===== config.mk =====
export PLATFORM = sky130hd
export DESIGN_NAME = semc_cluster
export DESIGN_NICKNAME = d
export VERILOG_FILES = /design/src/rtl/semc_pkg.sv /design/src/rtl/semc_port.sv /design/src/rtl/semc_bank.sv /design/src/rtl/semc_watch.sv /design/src/rtl/semc_cluster.sv
export SDC_FILE = /design/constraint.sdc
export NUM_CORES = 1
export LEC_CHECK = 0
export BUFFER_PORTS_ARGS = -buffer_cell sky130_fd_sc_hd__buf_2
export CORE_ASPECT_RATIO = 1.5
export CORE_MARGIN = 1.5
export CORE_UTILIZATION = 40
export DETAILED_ROUTE_END_ITERATION = 8
export PLACE_DENSITY_LB_ADDON = 0.12
export SLEW_MARGIN = 15
export SYNTH_ARGS = -nofsm -noshare
export SYNTH_HDL_FRONTEND = slang
export SYNTH_HIERARCHICAL = 1
export SYNTH_SLANG_ARGS = --single-unit

===== constraint.sdc =====
create_clock -name clk -period 7.3 [get_ports clk]
set_clock_uncertainty 0.05 [all_clocks]
set_input_delay 1.095 -clock clk [delete_from_list [all_inputs] [get_ports clk]]
set_output_delay 1.095 -clock clk [all_outputs]
set_load 0.02 [all_outputs]

===== src/rtl/semc_pkg.sv =====
package semc_pkg;

    typedef enum logic [1:0] {
        OP_NONE = 2'b00,
        OP_TAS  = 2'b01,
        OP_SET  = 2'b10,
        OP_CLR  = 2'b11
    } sem_op_e;

    typedef enum logic {
        PORT_IDLE = 1'b0,
        PORT_WAIT = 1'b1
    } port_state_e;

    typedef enum logic [1:0] {
        WD_SCAN  = 2'd0,
        WD_HALT  = 2'd1,
        WD_YIELD = 2'd2
    } watch_state_e;

endpackage


===== src/rtl/semc_port.sv =====
module semc_port
    import semc_pkg::*;
#(
    parameter int GRP_W  = 3,
    parameter int BIT_W  = 2,
    parameter int IDX_W  = 8,
    localparam int ADDR_W = GRP_W + BIT_W
) (
    input  logic              clk,
    input  logic              rst_n,
    input  logic              active,
    input  logic              req_valid,
    input  logic [1:0]        req_op,
    input  logic              req_indirect,
    input  logic [GRP_W-1:0]  req_group,
    input  logic [BIT_W-1:0]  req_bit,
    input  logic [IDX_W-1:0]  req_index,
    input  logic              grant,
    output logic              want_tas,
    output logic              want_set,
    output logic              want_clr,
    output logic [ADDR_W-1:0] addr,
    output logic              stalled,
    output logic              op_done
);

    port_state_e       state_q, state_d;
    logic [ADDR_W-1:0] pend_q;
    logic [ADDR_W-1:0] dec_addr;
    logic              done_q;
    logic              complete;
    logic              new_req;
    sem_op_e           op;

    if (IDX_W > ADDR_W) begin : g_hi
        logic unused_hi;
        assign unused_hi = ^req_index[IDX_W-1:ADDR_W];
    end

    // request decode: direct group/bit or low bits of the index
    always_comb begin
        op       = sem_op_e'(req_op);
        new_req  = req_valid && active && (state_q == PORT_IDLE);
        dec_addr = req_indirect ? req_index[ADDR_W-1:0] : {req_group, req_bit};
    end

    // next-state logic
    always_comb begin
        state_d  = state_q;
        complete = 1'b0;
        unique case (state_q)
            PORT_IDLE: begin
                if (new_req) begin
                    unique case (op)
                        OP_NONE: complete = 1'b0;
                        OP_SET,
                        OP_CLR:  complete = 1'b1;
                        OP_TAS: begin
                            if (grant) complete = 1'b1;
                            else       state_d  = PORT_WAIT;
                        end
                    endcase
                end
            end
            PORT_WAIT: begin
                if (grant) begin
                    complete = 1'b1;
                    state_d  = PORT_IDLE;
                end
            end
        endcase
    end

    // state register
    always_ff @(posedge clk or negedge rst_n) begin
        if (!rst_n) begin
            state_q <= PORT_IDLE;
            pend_q  <= '0;
            done_q  <= 1'b0;
        end else begin
            state_q <= state_d;
            done_q  <= complete;
            if (state_q == PORT_IDLE && state_d == PORT_WAIT)
                pend_q <= dec_addr;
        end
    end

    // outputs
    always_comb begin
        addr     = (state_q == PORT_WAIT) ? pend_q : dec_addr;
        want_tas = (state_q == PORT_WAIT) || (new_req && op == OP_TAS);
        want_set = new_req && (op == OP_SET);
        want_clr = new_req && (op == OP_CLR);
        stalled  = (state_q == PORT_WAIT);
        op_done  = done_q;
    end


    stall_hold_chk: assert property (@(posedge clk) disable iff (!rst_n)
        (stalled && !grant) |=> (stalled && !op_done));


    pend_stable_chk: assert property (@(posedge clk) disable iff (!rst_n)
        (stalled && !grant) |=> (addr == $past(addr)));


    inactive_quiet_chk: assert property (@(posedge clk) disable iff (!rst_n)
        (!active && !stalled) |=> !op_done);


    setclr_done_chk: assert property (@(posedge clk) disable iff (!rst_n)
        (want_set || want_clr) |=> (op_done && !stalled));

endmodule


===== src/rtl/semc_bank.sv =====
module semc_bank #(
    parameter int N_CPU  = 4,
    parameter int ADDR_W = 5,
    localparam int N_SEM = 1 << ADDR_W
) (
    input  logic                      clk,
    input  logic                      rst_n,
    input  logic [N_CPU-1:0]          want_tas,
    input  logic [N_CPU-1:0]          want_set,
    input  logic [N_CPU-1:0]          want_clr,
    input  logic [N_CPU*ADDR_W-1:0]   addr_flat,
    output logic [N_CPU-1:0]          grant,
    output logic [N_SEM-1:0]          sem_q
);

    logic [ADDR_W-1:0] addr_a [N_CPU];
    logic [N_SEM-1:0]  after_clr, after_set, claim;

    for (genvar c = 0; c < N_CPU; c++) begin : g_addr
        assign addr_a[c] = addr_flat[c*ADDR_W +: ADDR_W];
    end

    // clears first, then sets, then test-and-set in port-number order
    always_comb begin
        after_clr = sem_q;
        for (int c = 0; c < N_CPU; c++)
            if (want_clr[c]) after_clr[addr_a[c]] = 1'b0;
        after_set = after_clr;
        for (int c = 0; c < N_CPU; c++)
            if (want_set[c]) after_set[addr_a[c]] = 1'b1;
        claim = after_set;
        grant = '0;
        for (int c = 0; c < N_CPU; c++) begin
            if (want_tas[c] && !claim[addr_a[c]]) begin
                grant[c]           = 1'b1;
                claim[addr_a[c]]   = 1'b1;
            end
        end
    end

    always_ff @(posedge clk or negedge rst_n) begin
        if (!rst_n) sem_q <= '0;
        else        sem_q <= claim;
    end

    for (genvar c = 0; c < N_CPU; c++) begin : g_chk

        grant_sets_chk: assert property (@(posedge clk) disable iff (!rst_n)
            grant[c] |=> sem_q[$past(addr_a[c])]);


        grant_on_want_chk: assert property (@(posedge clk) disable iff (!rst_n)
            grant[c] |-> want_tas[c]);

        for (genvar k = c + 1; k < N_CPU; k++) begin : g_pair

            tas_excl_chk: assert property (@(posedge clk) disable iff (!rst_n)
                !(grant[c] && grant[k] && addr_a[c] == addr_a[k]));
        end
    end

endmodule


===== src/rtl/semc_watch.sv =====
module semc_watch
    import semc_pkg::*;
#(
    parameter int N_CPU = 4
) (
    input  logic             clk,
    input  logic             rst_n,
    input  logic [N_CPU-1:0] active,
    input  logic [N_CPU-1:0] stalled,
    input  logic [N_CPU-1:0] mask,
    input  logic             ack,
    output logic             irq,
    output logic             switch_req
);

    watch_state_e state_q, state_d;
    logic         all_wait;

    assign all_wait = (|active) && ((stalled & active) == active);

    // next-state logic
    always_comb begin
        state_d = state_q;
        unique case (state_q)
            WD_SCAN: begin
                if (all_wait)
                    state_d = (mask == '0) ? WD_HALT : WD_YIELD;
            end
            WD_HALT: begin
                if (ack) state_d = WD_SCAN;
            end
            WD_YIELD: begin
                if (!all_wait)        state_d = WD_SCAN;
                else if (mask == '0)  state_d = WD_HALT;
            end
            default: state_d = WD_SCAN;
        endcase
    end

    always_ff @(posedge clk or negedge rst_n) begin
        if (!rst_n) state_q <= WD_SCAN;
        else        state_q <= state_d;
    end

    always_comb begin
        irq        = (state_q == WD_HALT);
        switch_req = (state_q == WD_YIELD);
    end


    irq_hold_chk: assert property (@(posedge clk) disable iff (!rst_n)
        (irq && !ack) |=> irq);


    irq_cause_chk: assert property (@(posedge clk) disable iff (!rst_n)
        $rose(irq) |-> ($past(all_wait) && $past(mask) == '0));


    out_excl_chk: assert property (@(posedge clk) disable iff (!rst_n)
        !(irq && switch_req));


    switch_cause_chk: assert property (@(posedge clk) disable iff (!rst_n)
        $rose(switch_req) |-> ($past(all_wait) && $past(mask) != '0));


    ack_drop_chk: assert property (@(posedge clk) disable iff (!rst_n)
        (irq && ack) |=> !irq);

endmodule


===== src/rtl/semc_cluster.sv =====
module semc_cluster #(
    parameter int N_CPU    = 4,
    parameter int N_GRP    = 8,
    parameter int GRP_SIZE = 4,
    parameter int IDX_W    = 8,
    localparam int GRP_W   = $clog2(N_GRP),
    localparam int BIT_W   = $clog2(GRP_SIZE),
    localparam int ADDR_W  = GRP_W + BIT_W,
    localparam int N_SEM   = 1 << ADDR_W
) (
    input  logic                    clk,
    input  logic                    rst_n,
    input  logic [N_CPU-1:0]        cpu_active,
    input  logic [N_CPU-1:0]        req_valid,
    input  logic [2*N_CPU-1:0]      req_op,
    input  logic [N_CPU-1:0]        req_indirect,
    input  logic [N_CPU*GRP_W-1:0]  req_group,
    input  logic [N_CPU*BIT_W-1:0]  req_bit,
    input  logic [N_CPU*IDX_W-1:0]  req_index,
    input  logic [N_CPU-1:0]        switch_mask,
    input  logic                    deadlock_ack,
    output logic [N_CPU-1:0]        op_done,
    output logic [N_CPU-1:0]        stalled,
    output logic [N_SEM-1:0]        sem_state,
    output logic                    deadlock_irq,
    output logic                    switch_req
);

    logic [N_CPU-1:0]        grant, want_tas, want_set, want_clr;
    logic [N_CPU*ADDR_W-1:0] addr_flat;

    for (genvar c = 0; c < N_CPU; c++) begin : g_port
        semc_port #(
            .GRP_W (GRP_W),
            .BIT_W (BIT_W),
            .IDX_W (IDX_W)
        ) u_port (
            .clk          (clk),
            .rst_n        (rst_n),
            .active       (cpu_active[c]),
            .req_valid    (req_valid[c]),
            .req_op       (req_op[2*c +: 2]),
            .req_indirect (req_indirect[c]),
            .req_group    (req_group[c*GRP_W +: GRP_W]),
            .req_bit      (req_bit[c*BIT_W +: BIT_W]),
            .req_index    (req_index[c*IDX_W +: IDX_W]),
            .grant        (grant[c]),
            .want_tas     (want_tas[c]),
            .want_set     (want_set[c]),
            .want_clr     (want_clr[c]),
            .addr         (addr_flat[c*ADDR_W +: ADDR_W]),
            .stalled      (stalled[c]),
            .op_done      (op_done[c])
        );
    end

    semc_bank #(
        .N_CPU  (N_CPU),
        .ADDR_W (ADDR_W)
    ) u_bank (
        .clk       (clk),
        .rst_n     (rst_n),
        .want_tas  (want_tas),
        .want_set  (want_set),
        .want_clr  (want_clr),
        .addr_flat (addr_flat),
        .grant     (grant),
        .sem_q     (sem_state)
    );

    semc_watch #(
        .N_CPU (N_CPU)
    ) u_watch (
        .clk        (clk),
        .rst_n      (rst_n),
        .active     (cpu_active),
        .stalled    (stalled),
        .mask       (switch_mask),
        .ack        (deadlock_ack),
        .irq        (deadlock_irq),
        .switch_req (switch_req)
    );

endmodule


# After elaboration in Yosys (flattened, before gate mapping)
# Index checks and enable logic that the tools add are counted.
# word_totals
reg_bits	62
latchBits	0
ram_bits	0
mem_bits_ro	0
inputBits	79
output_inout_bits	42
wordCells	192
mem_count	0
# classes
n_addsub	0
multipliers	0
div_mod_pow	0
magnitude_cmp	8
n_eq_ne	18
n_shift	0
mux	78
bitwise	21
n_reduce_logical	53
# ops
op	n
$mux 32	12
$or 32x32->32	8
$and 32x32->32	4
$not 32->32	4
$mux 5	8
$logic_and 1x1->1	33
$mux 1	32
$lt 5x6->1 const B	4
$bmux 1 s5	4
$demux 1 s5	4
$ge 5x1->1 const B	4
$eq 2x2->1 const B	9
$pmux 1 s2	8
$pmux 1 s3	4
$eq 2x1->1 const B	5
$logic_not 2->1	5
$mux 2	5
$reduce_or 2->1	4
$pmux 2 s3	1
$and 4x4->4	1
$eq 4x4->1	1
$logic_not 1->1	4
$logic_not 4->1	1
$logic_or 1x1->1	4
6 further kinds	9

# Depth between registers and ports, before layout
# logic_depth
ltp_word	48
ltp_mapped	29

# Modules after synthesis
# Netlist, hierarchy kept.
# by_module_without_submodules
module	n_inst	cells_each	area_each_um2	seq_area_each_um2
semc_bank	1	1067	7551.0	800.8
semc_port	4	36	473.0	175.2
semc_watch	1	15	142.6	50.0

# Worst setup path after synthesis
# No wires, ideal clock.
# synth_timing
path_type	input port to flip-flop
startpoint	in req_indirect[3]
endpoint	reg g_port[3].u_port.pend_q[0]
setup_time_ns	0.125
arrival_ns	6.350
required_ns	7.125
slack_ns	0.775
path_stages	26
path_buffers	3
cell_sequence	mux2_2 > mux2_2 > buf_2 > nor4bb_1 > nand2_1 > and3_1 > a41oi_2 > o2111a_2 > nand3b_2 > buf_2 > a2111o_1 > and2_1 > a211oi_1 > a221o_1 > o21a_2 > and2_1 > buf_4 > nand3_2 > inv_2 > nand3_1 > a211oi_1 > a21boi_4 > o21a_1 > nor3b_4 > nand2_4 > mux2_4
# synth_via
elab_chain_cells	42
# synth_rtl
item	line_no	text
start: declaration	semc_cluster.sv:16	input logic [N_CPU-1:0] req_indirect,
$mux 5 (*)	semc_port.sv:44	dec_addr = req_indirect ? req_index[ADDR_W-1:0] : {req_group, req_bit};
$mux 5 (*)	semc_port.sv:90	addr = (state_q == PORT_WAIT) ? pend_q : dec_addr;
named net addr_flat[18]	semc_cluster.sv:30	logic [N_CPU*ADDR_W-1:0] addr_flat;
$lt 5x6->1 (implied by the code) / $ge 5x1->1 (equally long branches)	semc_bank.sv:27, semc_bank.sv:30	
$logic_and 1x1->1 (implied by the code)	semc_bank.sv:27, semc_bank.sv:30	
$mux 1 (implied by the code)	semc_bank.sv:27, semc_bank.sv:30	
$demux 1 s5	n/a	
$not 32->32 (no source line)	n/a	
(+28 left out)	n/a	
$logic_and 1x1->1 (*)	semc_bank.sv:34	if (want_tas[c] && !claim[addr_a[c]]) begin
$mux 1 (*)	semc_bank.sv:34	
named net grant[3]	semc_cluster.sv:29	logic [N_CPU-1:0] grant, want_tas, want_set, want_clr;
$mux 1 (*)	semc_port.sv:59, semc_port.sv:66	
$mux 1	semc_port.sv:54	unique case (op)
$mux 1	semc_port.sv:53	if (new_req) begin
$pmux 1 s2 (*)	semc_port.sv:51	unique case (state_q)
$logic_and 1x1->1 (*)	semc_port.sv:83	if (state_q == PORT_IDLE && state_d == PORT_WAIT)
end signal: assignment	semc_port.sv:84	pend_q <= dec_addr;
end: declaration	semc_port.sv:28	logic [ADDR_W-1:0] pend_q;
# Mark *: on every way through the listed nets, which the timed path passes. The rest lies on a longest branch. The select of a mux whose other input is x is not followed.
# A chain may end at the register's enable or synchronous reset.

# Final worst setup path
# layout_timing
startpoint	in req_indirect[1]
endpoint	reg g_port[3].u_port.pend_q[4]
# layout_via
elab_chain_cells	46
# layout_rtl
item	line_no
$mux 5 (*)	semc_port.sv:44
$mux 5 (*)	semc_port.sv:90
named net addr_flat[7]	semc_cluster.sv:30
$lt 5x6->1 (implied by the code) / $ge 5x1->1 (equally long branches)	semc_bank.sv:27, semc_bank.sv:30, semc_bank.sv:36
$logic_and 1x1->1 (implied by the code)	semc_bank.sv:27, semc_bank.sv:30, semc_bank.sv:36
$mux 1 (implied by the code)	semc_bank.sv:27, semc_bank.sv:30, semc_bank.sv:36
$demux 1 s5	n/a
$not 32->32 (no source line)	n/a
(+32 left out)	n/a
$logic_and 1x1->1 (*)	semc_bank.sv:34
$mux 1 (*)	semc_bank.sv:34
named net grant[3]	semc_cluster.sv:29
$mux 1 (*)	semc_port.sv:59, semc_port.sv:66
$mux 1	semc_port.sv:54
$mux 1	semc_port.sv:53
$pmux 1 s2 (*)	semc_port.sv:51
$logic_and 1x1->1 (*)	semc_port.sv:83
# Marked as above.

==> run_results.csv <==
group,metric,value,unit
run_status,outcome,"complete, no violations",
grt,grt.overflow.total,0,
layout,final_core_util,52.57,%
routing,vias_per_cell,6.856,
synthesis,synth_nets,1305,
routing,route.detailed.drc,0,
timing,worstMarginPinSlew,1.042,ns
synthesis,ys.flop_type,"dfrtp_1",
layout,area_growth_syn_to_layout,29.74,%
synthesis,yosysSeqAreaShare,16.19,%
grt,antenna_found_initial,0,
critical_path,path_max_fanout,14,
clock_tree,clock_latency,0.35,ns
placed_design,dpl_cell_area,12130,µm²
layout,fillers,2410,
synthesis,synth_top_family_by_area,"simple AND/OR/NAND/NOR gates",
critical_path,cpPeakStageDelay,0.86,ns
synthesis,yosys_warnings,6,
die,fp.dieH,192.6,µm
die,initial_utilization,40.52,%
die,dieArea,24920,µm²
routing,vias,12636,
grt,grt_max_degree,63,
clock_tree,clkTransAtPathRegs,0.06,ns
flow_run,drv_cap,0,
synthesis,synth_seq_cells,62,
synthesis,synth_edf_count,0,
clock_tree,clock_sinks,62,
power,p_per_area,438.4,nW/µm²
synthesis,synthXorXnorAreaFrac,0.4569,%
placed_design,place_congestion,1.085,
grt,grtUsageTotal,46.29,%
grt,first_global_vias,12443,
die,die_width,129.4,µm
critical_path,required,7.48,ns
synthesis,synthCells,1226,
placed_design,pre_cts_ws,-0.2699,ns
routing,wire_per_inst,31.09,µm
timing,slew_viol_final,0,
placed_design,port_buffers,108,
synthesis,synth_compound_area_share,33.01,%
critical_path,slowest_stage,"a221oi_1",
routing,first_iter_violations,1740,
synthesis,syn_area,9585,µm²
routing,ant_nets,0,
routing,first_pass_iters,7,
timing,fin_crit_sh,98.67,%
synthesis,syn_area_per_cell,7.818,µm²
synthesis,muxShareOfSynthArea,8.967,%
synthesis,ys_async_sr_fraction,100.0,%
synthesis,synth_top_area_share,16.19,%
layout,stdcell_area,12440,µm²
timing,whs,0.4609,ns
die,coreArea,23660,µm²
critical_path,start_kind,"input pin",
clock_tree,clk_path_buf_depth,2,
placed_design,dp_hpwl,45500,µm
layout,post_route_cells_drive_above_1_share,36.22,%
synthesis,synthAdderAreaFrac,0,%
layout,layout.cells.most_common_list,"buf_4 (276), nand2_1 (135), buf_2 (108), nor2_1 (101), dfrtp_1 (62)",
power,ir_worst_vdd,0.2773,mV
clock_tree,cts_hold_buf,0,
clock_tree,cts_made_buffers,9,
timing,worst_slack,0.09683,ns
critical_path,worstSetupPathType,"in2reg",
routing,wl,57290,µm
grt,grt_pass1_wl,82230,µm
synthesis,synth_cell_types,121,
critical_path,critical_path_arrival,7.38,ns
timing,slew_headroom,30.11,%
critical_path,end_kind,"register",
clock_tree,cts-root-buf,"clkbuf_16",
clock_tree,cts_tree,"yes",
timing,period_minus_slack,7.203,ns
layout,n_antenna_cell,0,
die,io_pins,121,
die,num_rows,69,
timing,setup_violations,0,
worst_hold_path,hold_path_class,"reg2reg",
synthesis,ys_top_cells_by_area,"dfrtp_1 (16%), nand2_1 (5.3%), mux2_2 (4.8%), nor2_1 (4.0%), o22ai_1 (3.6%)",
clock_tree,cts_max_level,3,
critical_path,crit_path_frequent_cell,"buf_4",
synthesis,synth_top_area_cell,"dfrtp_1",
layout,layout_commonest_cell,"buf_4",
layout,final_nets,1598,
power,p_leak,5.041,nW
timing,finalHoldViolCount,0,
timing,rsz0062_at_grt,"false",
timing,fmax,138.8,MHz
synthesis,synth_simple_gate_area_share,34.30,%
cell families after synthesis:
logic type / count (synthesis)
mux: 67
flops: 62
simple gates: 549
xor+xnor: 5
buf+inv: 134
compound gates: 409
per-stage QoR:
stage / power [W] / TNS [ns] / std cells
finish: 0.005451 / 0 / 1843
detailed placement: 0.004784 / -1.493 / 1827
global route: 0.005570 / 0 / 1843
CTS: 0.005234 / 0 / 1843
floorplan: 0.002772 / 0 / 1226
global placement: 0.004785 / -1.086 / 1827
state kept, by name, indices dropped and copies added (netlist names):
signal and flops:
g_port.u_port/op_done 4, g_port.u_port/stalled 4, u_watch/state_q 2, u_bank/sem_q 32
g_port.u_port/pend_q 20
Yosys cell counts, types with 9 or more instances:
library cell / n
a211oi_1: 19
a21o_1: 14
a21oi_1: 24
a22oi_1: 37
a31oi_1: 26
a41o_1: 9
and2_1: 17
and3_1: 10
buf_2: 38
buf_4: 14
buf_6: 10
clkbuf_1: 38
dfrtp_1: 62
inv_1: 25
mux2_2: 41
mux2_4: 20
nand2_1: 135
nand2b_1: 20
nand3_1: 53
nand4_1: 21
nand4b_1: 17
nand4bb_1: 9
nor2_1: 101
nor2b_1: 22
nor3_1: 29
o211ai_1: 15
o21ai_0: 41
o221ai_1: 9
o22ai_1: 55
o31ai_1: 12
o41ai_2: 9
report_power, final:
| part | switching (W) | internal (W) | total (W) |
|---|---|---|---|
| registers | 0.000165 | 0.000499 | 0.000664 |
| logic | 0.00273 | 0.00163 | 0.00436 |
| clock network | 0.000189 | 0.000238 | 0.000426 |
critical path, delay by kind of cell:
| kind | cells | cell delay (ns) |
|---|---|---|
| buffers and inverters | 9 | 1.65 |
| multiplexers | 3 | 1.08 |
| AO/OA/AOI/OAI | 11 | 2.52 |
| AND/OR/NAND/NOR | 6 | 1.03 |
layer usage:
layer	up-vias	global-route usage [%]	share of wire [%]
li1	5408	-	-
met1	5970	50.13	35
met2	910	73.94	44
met3	348	9.454	8.6
met4	0	45.07	12
met5	-	0	0
worst paths after layout:
check	startpoint	end	slack, ns	depth (start not counted)
worst max-delay path	req_indirect[1]	g_port[3].u_port/pend_q[4]	0.1	29
worst min-delay path	g_port[3].u_port/pend_q[2]	g_port[3].u_port/pend_q[2]	0.46	1
worst max register to register	g_port[3].u_port/stalled	g_port[3].u_port/pend_q[4]	0.52	25
worst min register to register	g_port[3].u_port/pend_q[2]	g_port[3].u_port/pend_q[2]	0.46	1
max in group asynchronous	rst_n	u_bank/sem_q[27]	5.81	2
min in group asynchronous	rst_n	g_port[3].u_port/pend_q[1]	0.87	2
area by class of cell:
class / count / area, µm² / area share, %
multi-input cells: 1030 / 7383 / 59.37
repair buffers: 389 / 2713 / 21.81
clock buffers: 9 / 225.2 / 1.811
flip-flops and latches: 62 / 1551 / 12.48
well taps: 319 / 399.1 / 3.210
inverters: 27 / 101.3 / 0.8150
clock inverters: 7 / 62.56 / 0.5031
timing repair:
| item | CTS | global route |
|---|---|---|
| setup buffers | 0 | 0 |
| resized for setup | 0 | 3 |
| endpoints found under the setup margin | 0 | 15 |
No activity file was read; power rests on OpenSTA's default activity.
